$ cat src/rtl/bseq_pkg.sv
package bseq_pkg;

  localparam int KEY_W = 10;

  typedef enum logic [2:0] {
    OP_IDLE  = 3'd0,
    OP_MODE  = 3'd1,
    OP_READ  = 3'd2,
    OP_WRITE = 3'd3,
    OP_STOP  = 3'd4
  } cmdOp_e;

  typedef struct packed {
    logic       load;
    logic       step;
    logic       readBeat;
    logic       interleave;
    logic       fullPage;
    logic [2:0] lenLog;
    logic       cl3;
  } ctrlStrobes_t;

endpackage

$ cat src/rtl/bseq_ctrl.sv
module bseq_ctrl
  import bseq_pkg::*;
#(
  parameter int COL_W = 8
) (
  input  logic               clk,
  input  logic               rstN,
  input  logic [2:0]         cmdOp,
  input  logic [KEY_W-1:0]   modeKey,
  output ctrlStrobes_t       strb,
  output logic               beatActive,
  output logic               beatIsWrite,
  output logic               lastBeat
);

  localparam logic [2:0] LEN_FULL = 3'd7;
  localparam logic [2:0] LAT_3    = 3'd3;

  logic [2:0]       modeLenCode;
  logic             modeInter;
  logic             modeCl3;
  logic             modeSingle;

  logic             active;
  logic             isWrite;
  logic             fullPage;
  logic [COL_W-1:0] beatsLeft;

  logic             isRw;
  logic             newWrite;
  logic             newSingle;
  logic             newFull;
  logic [2:0]       newLog;
  logic [COL_W-1:0] newLeft;
  logic             unusedKeyBits;

  assign unusedKeyBits = ^modeKey[8:7];

  always_comb begin
    isRw      = (cmdOp == OP_READ) || (cmdOp == OP_WRITE);
    newWrite  = (cmdOp == OP_WRITE);
    newSingle = newWrite && modeSingle;
    newFull   = !newSingle && (modeLenCode == LEN_FULL);
    if (newSingle || modeLenCode > 3'd3) newLog = 3'd0;
    else                                 newLog = modeLenCode;
    if (newFull) newLeft = '0;
    else         newLeft = ~({COL_W{1'b1}} << newLog);
    lastBeat  = active && !fullPage && (beatsLeft == '0);
  end

  always_comb begin
    strb.load       = isRw;
    strb.step       = !isRw && (cmdOp != OP_STOP) && active && !lastBeat;
    strb.readBeat   = active && !isWrite;
    strb.interleave = modeInter && !newFull;
    strb.fullPage   = newFull;
    strb.lenLog     = newLog;
    strb.cl3        = modeCl3;
  end

  always_ff @(posedge clk) begin
    if (!rstN) begin
      modeLenCode <= 3'd0;
      modeInter   <= 1'b0;
      modeCl3     <= 1'b0;
      modeSingle  <= 1'b0;
    end else if (cmdOp == OP_MODE) begin
      modeLenCode <= modeKey[2:0];
      modeInter   <= modeKey[3];
      modeCl3     <= (modeKey[6:4] == LAT_3);
      modeSingle  <= modeKey[9];
    end
  end

  always_ff @(posedge clk) begin
    if (!rstN) begin
      active    <= 1'b0;
      isWrite   <= 1'b0;
      fullPage  <= 1'b0;
      beatsLeft <= '0;
    end else if (isRw) begin
      active    <= 1'b1;
      isWrite   <= newWrite;
      fullPage  <= newFull;
      beatsLeft <= newLeft;
    end else if (cmdOp == OP_STOP) begin
      active    <= 1'b0;
    end else if (active) begin
      if (lastBeat)       active    <= 1'b0;
      else if (!fullPage) beatsLeft <= beatsLeft - 1'b1;
    end
  end

  assign beatActive  = active;
  assign beatIsWrite = isWrite;

endmodule

$ cat src/rtl/bseq_datapath.sv
module bseq_datapath
  import bseq_pkg::*;
#(
  parameter int COL_W   = 8,
  parameter int MAX_LAT = 3
) (
  input  logic             clk,
  input  logic             rstN,
  input  ctrlStrobes_t     strb,
  input  logic             cmdBank,
  input  logic [COL_W-1:0] startIn,
  output logic [COL_W-1:0] colAddr,
  output logic             colBank,
  output logic             rdValid
);

  localparam int PIPE_D = MAX_LAT - 1;

  logic [COL_W-1:0]  startCol;
  logic [COL_W-1:0]  offset;
  logic [COL_W-1:0]  mask;
  logic              inter;
  logic              bank;
  logic [PIPE_D-1:0] rdPipe;

  always_ff @(posedge clk) begin
    if (!rstN) begin
      startCol <= '0;
      offset   <= '0;
      mask     <= '0;
      inter    <= 1'b0;
      bank     <= 1'b0;
    end else if (strb.load) begin
      startCol <= startIn;
      offset   <= '0;
      mask     <= strb.fullPage ? {COL_W{1'b1}} : ~({COL_W{1'b1}} << strb.lenLog);
      inter    <= strb.interleave;
      bank     <= cmdBank;
    end else if (strb.step) begin
      offset   <= offset + 1'b1;
    end
  end

  always_comb begin
    if (inter) colAddr = startCol ^ offset;
    else       colAddr = (startCol & ~mask) | ((startCol + offset) & mask);
  end

  generate
    for (genvar i = 0; i < PIPE_D; i++) begin : g_rdPipe
      always_ff @(posedge clk) begin
        if (!rstN)       rdPipe[i] <= 1'b0;
        else if (i == 0) rdPipe[i] <= strb.readBeat;
        else             rdPipe[i] <= rdPipe[(i > 0) ? i - 1 : 0];
      end
    end
  endgenerate

  assign rdValid = strb.cl3 ? rdPipe[PIPE_D-1] : rdPipe[0];
  assign colBank = bank;

endmodule

$ cat src/rtl/bseq_top.sv
module bseq_top
  import bseq_pkg::*;
#(
  parameter int COL_W = 8
) (
  input  logic             clk,
  input  logic             rstN,
  input  logic [2:0]       cmdOp,
  input  logic             cmdBank,
  input  logic [9:0]       cmdKey,
  output logic [COL_W-1:0] colAddr,
  output logic             colBank,
  output logic             colActive,
  output logic             colIsWrite,
  output logic             burstDone,
  output logic             rdValid
);

  ctrlStrobes_t strb;

  bseq_ctrl #(.COL_W(COL_W)) i_ctrl (
    .clk        (clk),
    .rstN       (rstN),
    .cmdOp      (cmdOp),
    .modeKey    (cmdKey),
    .strb       (strb),
    .beatActive (colActive),
    .beatIsWrite(colIsWrite),
    .lastBeat   (burstDone)
  );

  bseq_datapath #(.COL_W(COL_W), .MAX_LAT(3)) i_datapath (
    .clk     (clk),
    .rstN    (rstN),
    .strb    (strb),
    .cmdBank (cmdBank),
    .startIn (cmdKey[COL_W-1:0]),
    .colAddr (colAddr),
    .colBank (colBank),
    .rdValid (rdValid)
  );

endmodule

$ cat config.mk
export PLATFORM = sky130hd
export DESIGN_NAME = bseq_top
export DESIGN_NICKNAME = d
export VERILOG_FILES = /design/src/rtl/bseq_pkg.sv /design/src/rtl/bseq_ctrl.sv /design/src/rtl/bseq_datapath.sv /design/src/rtl/bseq_top.sv
export SDC_FILE = /design/constraint.sdc
export NUM_CORES = 1
export LEC_CHECK = 0
export BUFFER_PORTS_ARGS = -buffer_cell sky130_fd_sc_hd__buf_2
export CORE_MARGIN = 2
export CORE_UTILIZATION = 57
export DETAILED_ROUTE_END_ITERATION = 8
export GPL_ROUTABILITY_DRIVEN = 1
export PLACE_DENSITY = 0.8
export SLEW_MARGIN = 40
export SYNTH_ARGS = -nofsm -noshare
export SYNTH_HDL_FRONTEND = slang
export SYNTH_SLANG_ARGS = --single-unit
$ cat constraint.sdc
create_clock -name clk -period 2.1 [get_ports clk]
set_input_delay 0.105 -clock clk [delete_from_list [all_inputs] [get_ports clk]]
set_output_delay 0.105 -clock clk [all_outputs]
set_load 0.005 [all_outputs]
==> results.md, run 1 <==
* Status: complete, but fails checks
* Failing checks: setup timing
* Clock Tree Root: clkbuf_8
* CTS tree: yes
* Worst path slowest cell: fa_2
* Most frequent cells in the layout: nand2_1 (40), dfxtp_1 (37), nor2_1 (27), buf_2 (27), a21oi_1 (26)
* Num CTS Buffers at 5
* First-pass GRT wire length at 9050 um
* Vias in the first global route at 1979
* Initial antenna violation count at 0
* Post-Syn Nets at 298
* Initial DRC Count at 191
* # fillers at 300
* Die area at 0.00449 mm2
* Syn Area/Cell at 8.36 um2
* Std cell rows at 22
* Critical path depth in cells at 9
* I/O Pins at 29
* Clk sinks at 44
* Grt ovf at 0
* Crit path buf inv count at 2
* Tmin final at 2.11 ns
* Max Clock Skew at 0.00885 ns
* FF-to-FF End: i_datapath.offset[5]
* Final hold vios at 0
* Least-Margin Pin Slew at 0.633 ns
* Layout cells sized above 1 at 26.8%
* Starting density of the core at 60.5%
* Clock Latency Late Sink at 0.30 ns
* CP cell instances: ha_4 > inv_2 > fa_2 > nor2b_4 > o21ai_2 > and2_4 > o2111ai_2 > nand3_1 > buf_2
* Post-synth EDFFs at 0
* Core Region at 0.00374 mm2
* Reg2Reg Setup Slack at 0.14 ns
* Endpoint type of the worst setup path: output pin
* FF+latch area at 892 um2
* Peak VDD IR at 0.000524 V
* Req. time, crit path at 2.00 ns
* Setup crit end: colAddr[6]
* Asr flop ratio synth at 0%
* Crit path DAT at 2.01 ns
* Achievable clock frequency at 0.473 GHz
* DRC viols at 0
* Final worst slack at -0.0138 ns
* Ant diodes at 0
* Post-Syn Area at 0.00226 mm2
* CTS Buffer Depth at 2
* Post-synthesis cell count at 271
* Multi-input logic area at 0.00142 mm2
* ANT nets after route at 0
* Vias per cell at 5.82
* Hpwl dp at 3550 um
* Final setup fails at 1
* Largest net degree at the start of global routing at 26
* Type of origin of the critical path: flip-flop
* Wire per inst at 15.6 um
* Leak at 1.09 nW
* Hold_sp: cmdKey[9]
* HP Class: in -> reg
* H-tree depth at 2
* Design Power at 0.00177 W
* Worst flop-to-flop path startpoint: i_ctrl.beatsLeft[2]
* Crit Path Class: reg -> out
* Tot GR Track Use at 26.9%
* Most common cell after layout, fill and taps aside: nand2_1
* Slew Limit Fails at 0
* Register area share after synthesis at 38.9%
* Max Cap Viol at 0
* Cell variety after synth at 48
* PortBufs at 27
* Die Ht at 67.0 um
* Slew Limit Headroom at 57.6%
* Final Util at 73.6%
* Drt pass-1 iters at 4
* Yosys reg bits at 44
* Area grow syn2layout at 21.6%
* RSZ-0062 raised after global routing: yes
* Die width at 67.0 um
* Reg2reg path depth at 5
* YS warnings at 0
* CP max stage delay at 0.38 ns
* PwrDens at 644 mW/mm2
* Worst-path clk slew at 0.09 ns
* Vias at 2062
* WL final at 5540 um
* Fin crit share at 101%
* Critical path peak fanout at 2
* Routability-driven placement congestion ratio at 0.901
* Critical path startpoint: i_datapath.startCol[0]
* Main flop type after synthesis: dfxtp_1
* Top delay family on crit path: adder cells
* # hold bufs at CTS at 0
* Layout Nets at 332
-- timing repair --
action,CTS,global route
buffers inserted,2,2
setup endpoints to repair,3,5
gates resized for setup,13,18
pin swaps,5,10
-- per-stage QoR --
step	std cells	worst slack (ns)	setup TNS, ns	hold WS [ns]	area (um2)
5_1_grt	354	-0.126	-0.332	0.0307	2750
6_report	354	-0.0138	-0.0138	0.0302	2750
4_1_cts	352	0.0148	0	0.0329	2670
2_1_floorplan	271	0.307	0	0.227	2260
3_5_place_dp	342	0.137	0	0.351	2460
3_3_place_gp	342	0.185	0	0.338	2460
-- final cells by class --
type,instances,share of cell area [%]
multi-input combinational,205,51.6
sequential,44,32.4
timing repair buffer,38,7.91
clock buffer,6,3.00
tap,48,2.18
inverter,11,1.50
clock inverter,2,1.41
-- where the power goes --
part           total (W)  switching [W]  internal [W]
registers       0.000883      0.0000251      0.000858
clock network   0.000689       0.000300      0.000389
logic           0.000202       0.000112     0.0000899
-- worst min-delay path by stage --
stage	cells past startpoint	slack, ns	to
after floorplan	1	0.23	i_datapath.rdPipe[1]
after global placement	3	0.34	i_ctrl.modeSingle
after detailed placement	3	0.35	i_ctrl.modeSingle
after CTS	3	0.03	i_datapath.colBank
after global routing	3	0.03	i_datapath.startCol[4]
final	3	0.03	i_ctrl.modeSingle
-- registers in the layout (all words and copies together) (netlist names), 2 cells and up --
signal / count
i_datapath.startCol: 8
i_datapath.offset: 8
i_datapath.mask: 8
i_datapath.rdPipe: 2
i_ctrl.modeLenCode: 3
i_ctrl.beatsLeft: 8
-- metal layers --
| layer | wire length (um) | GRT usage (%) |
|---|---|---|
| met5 | 0 | 0 |
| met4 | 112 | 11.5 |
| met3 | 279 | 5.91 |
| met2 | 2680 | 42.5 |
| met1 | 2460 | 35.2 |
-- cell families after synthesis --
logic type               share of synthesized area [%]
AND/OR/NAND/NOR                                   23.9
AO/OA/AOI/OAI                                     18.2
flip-flops                                        38.9
buffers and inverters                             3.98
XOR/XNOR                                          5.41
adder cells (fa/ha/maj)                           6.41
multiplexers                                      3.20
-- cell usage after synthesis, types with 2 or more instances --
cell type / count / area (um2)
nand3_1: 8 / 40.0
o21ai_0: 3 / 15.0
inv_1: 10 / 37.5
a21oi_1: 30 / 150
dfxtp_1: 44 / 881
o2111ai_1: 2 / 17.5
xor2_1: 8 / 70.1
nor2_1: 27 / 101
nor2b_1: 5 / 31.3
a211oi_1: 2 / 15.0
a21o_1: 6 / 45.0
nor3b_1: 2 / 15.0
o21ai_1: 3 / 15.0
nand2_1: 40 / 150
mux2i_1: 5 / 50.1
ha_1: 10 / 125
o22a_1: 4 / 35.0
xnor2_1: 6 / 52.6
a31oi_1: 4 / 25.0
nand2b_1: 3 / 18.8
nor4_1: 5 / 31.3
clkbuf_1: 10 / 37.5
nor3_1: 3 / 15.0
nand4_1: 6 / 37.5
and2_1: 2 / 12.5
-- worst register-to-register path, stage by stage, from the launching register on --
cell and delay [ns]:
dfxtp_1 0.37, or4_4 0.57, o311a_2 0.50, nand4_1 0.17, xor2_1 0.17, nor2_1 0.05
Note: power is estimated with default switching activity, not from simulation.
==> inputs of run 2 (changes only) <==
Settings changed: ABC_AREA from default to 1, CORE_UTILIZATION 57 to 58, SYNTH_HIERARCHICAL from default to 1.
==> results.md, run 2 <==
* Register area share after synthesis at 35.7%
* Reg2Reg Setup Slack at 0.21 ns
* Setup TNS at 0 ns
* Syn Area/Cell at 6.71 um2
* Top cells by area, synth: dfxtp_1 (36%), nand2_1 (12%), inv_1 (8.8%), a21oi_1 (6.5%), o21ai_0 (6.3%)
* H-tree depth at 2
* Tot GR Track Use at 23.8%
* Top post-synthesis cells by count: nand2_1 (78), inv_1 (59), dfxtp_1 (45)
* Layout cells sized above 1 at 17.3%
* Vias per cell at 5.29
* Achievable clock frequency at 0.485 GHz
* Yosys reg bits at 45
* Wire per inst at 12.4 um
* Most common cell after layout, fill and taps aside: nand2_1
* DRC viols at 0
* Std cell rows at 23
* Layout Nets at 436
* Hold WS at 0.0167 ns
* YS warnings at 6
* Routability-driven placement congestion ratio at 0.824
* Area grow syn2layout at 14.2%
* Core Region at 0.00409 mm2
* Post-Syn Area at 0.00252 mm2
* Leak at 1.37 nW
* Worst-path clk slew at 0.08 ns
* Clk sinks at 45
* Crit Path Class: reg -> out
* Die Ht at 69.9 um
* Num CTS Buffers at 5
* PwrDens at 693 mW/mm2
* Initial DRC Count at 162
* Die width at 69.9 um
* Starting density of the core at 61.7%
* Crit path DAT at 1.96 ns
* Hpwl dp at 4120 um
* Vias at 2432
* Most frequent cell after synthesis: nand2_1
* Clock Latency Late Sink at 0.29 ns
* Post-synthesis cell count at 376
* HP Class: in -> reg
* Drt pass-1 iters at 5
* Final hold vios at 0
* Design Power at 0.00200 W
* I/O Pins at 29
* Status: completed
* Ant diodes at 0
* Max Clock Skew at 0.00486 ns
* Cell variety after synth at 37
* Final Util at 70.5%
* WL final at 5720 um
* Asr flop ratio synth at 0%
* First-pass GRT wire length at 9580 um
* Post-synth EDFFs at 0
* Type of origin of the critical path: flip-flop
* Initial antenna violation count at 0
* Grt ovf at 0
* Final setup fails at 0
* Fin crit share at 98.2%
* CTS tree: yes
* Peak VDD IR at 0.000463 V
* Largest net degree at the start of global routing at 20
* Req. time, crit path at 2.00 ns
* Slew Limit Fails at 0
* PortBufs at 27
* Critical path peak fanout at 3
* Yosys top cell area share at 35.7%
* Post-Syn Nets at 403
* CTS Buffer Depth at 2
* Vias in the first global route at 2219
* Die area at 0.00489 mm2
* Area leader, netlist: dfxtp_1
* Most frequent cells in the layout: nand2_1 (77), inv_1 (57), dfxtp_1 (42), nor2_1 (41), a21oi_1 (32)
* RSZ-0062 raised after global routing: yes
* Main flop type after synthesis: dfxtp_1
* Endpoint type of the worst setup path: output pin
* # hold bufs at CTS at 0
* Clock Tree Root: clkbuf_8
* Tmin final at 2.06 ns
* ANT nets after route at 0
* Max Cap Viol at 0
-- run 2: per-stage QoR --
step / setup WS (ns) / area (um2) / instances
after global placement: 0.209 / 2690 / 448
after detailed placement: 0.137 / 2690 / 448
after CTS: 0.00218 / 2840 / 457
final: 0.0379 / 2880 / 460
after global routing: -0.0564 / 2880 / 460
after floorplan: 0.267 / 2520 / 376
-- run 2: critical path: stages (launching register included) --
cell and delay [ns]:
dfxtp_2 0.36, ha_4 0.14, inv_2 0.03, fa_2 0.35
inv_2 0.09, nand2_4 0.06, a21oi_4 0.14, nand2_1 0.06
nand2_1 0.06, o211ai_1 0.09, o21ai_1 0.11, inv_1 0.05
buf_2 0.12
-- run 2: repair_timing --
item	in CTS	in global routing
gates resized for setup	9	6
pin swaps	3	3
setup endpoints to repair	2	4
buffers inserted	1	3
cloned	0	0
-- run 2: area by class of cell --
class | count | area, um2
Clock buffer | 7 | 86.3
Clock inverter | 1 | 30.0
Fill cell | 359 | 1200
Inverter | 64 | 240
Multi-Input combinational cell | 257 | 1360
Sequential cell | 45 | 905
Tap cell | 50 | 62.6
Timing Repair Buffer | 36 | 203
-- run 2: logic make-up after synthesis --
kind of cell             share of synthesized area [%]
buffers and inverters                             12.2
other                                            0.149
flip-flops                                        35.7
AND/OR/NAND/NOR                                   29.3
multiplexers                                     0.446
AO/OA/AOI/OAI                                     16.1
XOR/XNOR                                         0.347
adder cells (fa/ha/maj)                           5.75
-- run 2: power breakdown --
group	leakage [nW]	internal, W	total (W)	switching (W)
Sequential	0.368	0.000900	0.000938	0.0000377
Clock	0.0585	0.000388	0.000672	0.000284
Combinational	0.945	0.000153	0.000386	0.000233
Total	1.37	0.00144	0.00200	0.000555
-- run 2: worst paths after layout --
kind / start / endpoint / depth (start not counted)
max: i_datapath/offset[0] / colAddr[4] / 12
min reg2reg: i_datapath/rdPipe[0] / i_datapath/rdPipe[1] / 2
min: cmdKey[7] / i_datapath/startCol[7] / 3
max reg2reg: i_ctrl/beatsLeft[1] / i_datapath/offset[7] / 15
-- run 2: metal layers --
layer / vias up / wire (um) / GRT usage (%)
met2: 72 / 2600 / 39.5
met1: 1089 / 2660 / 31.4
met3: 6 / 370 / 3.75
met5: - / 0 / 0
li1: 1265 / - / -
met4: 0 / 76 / 8.12
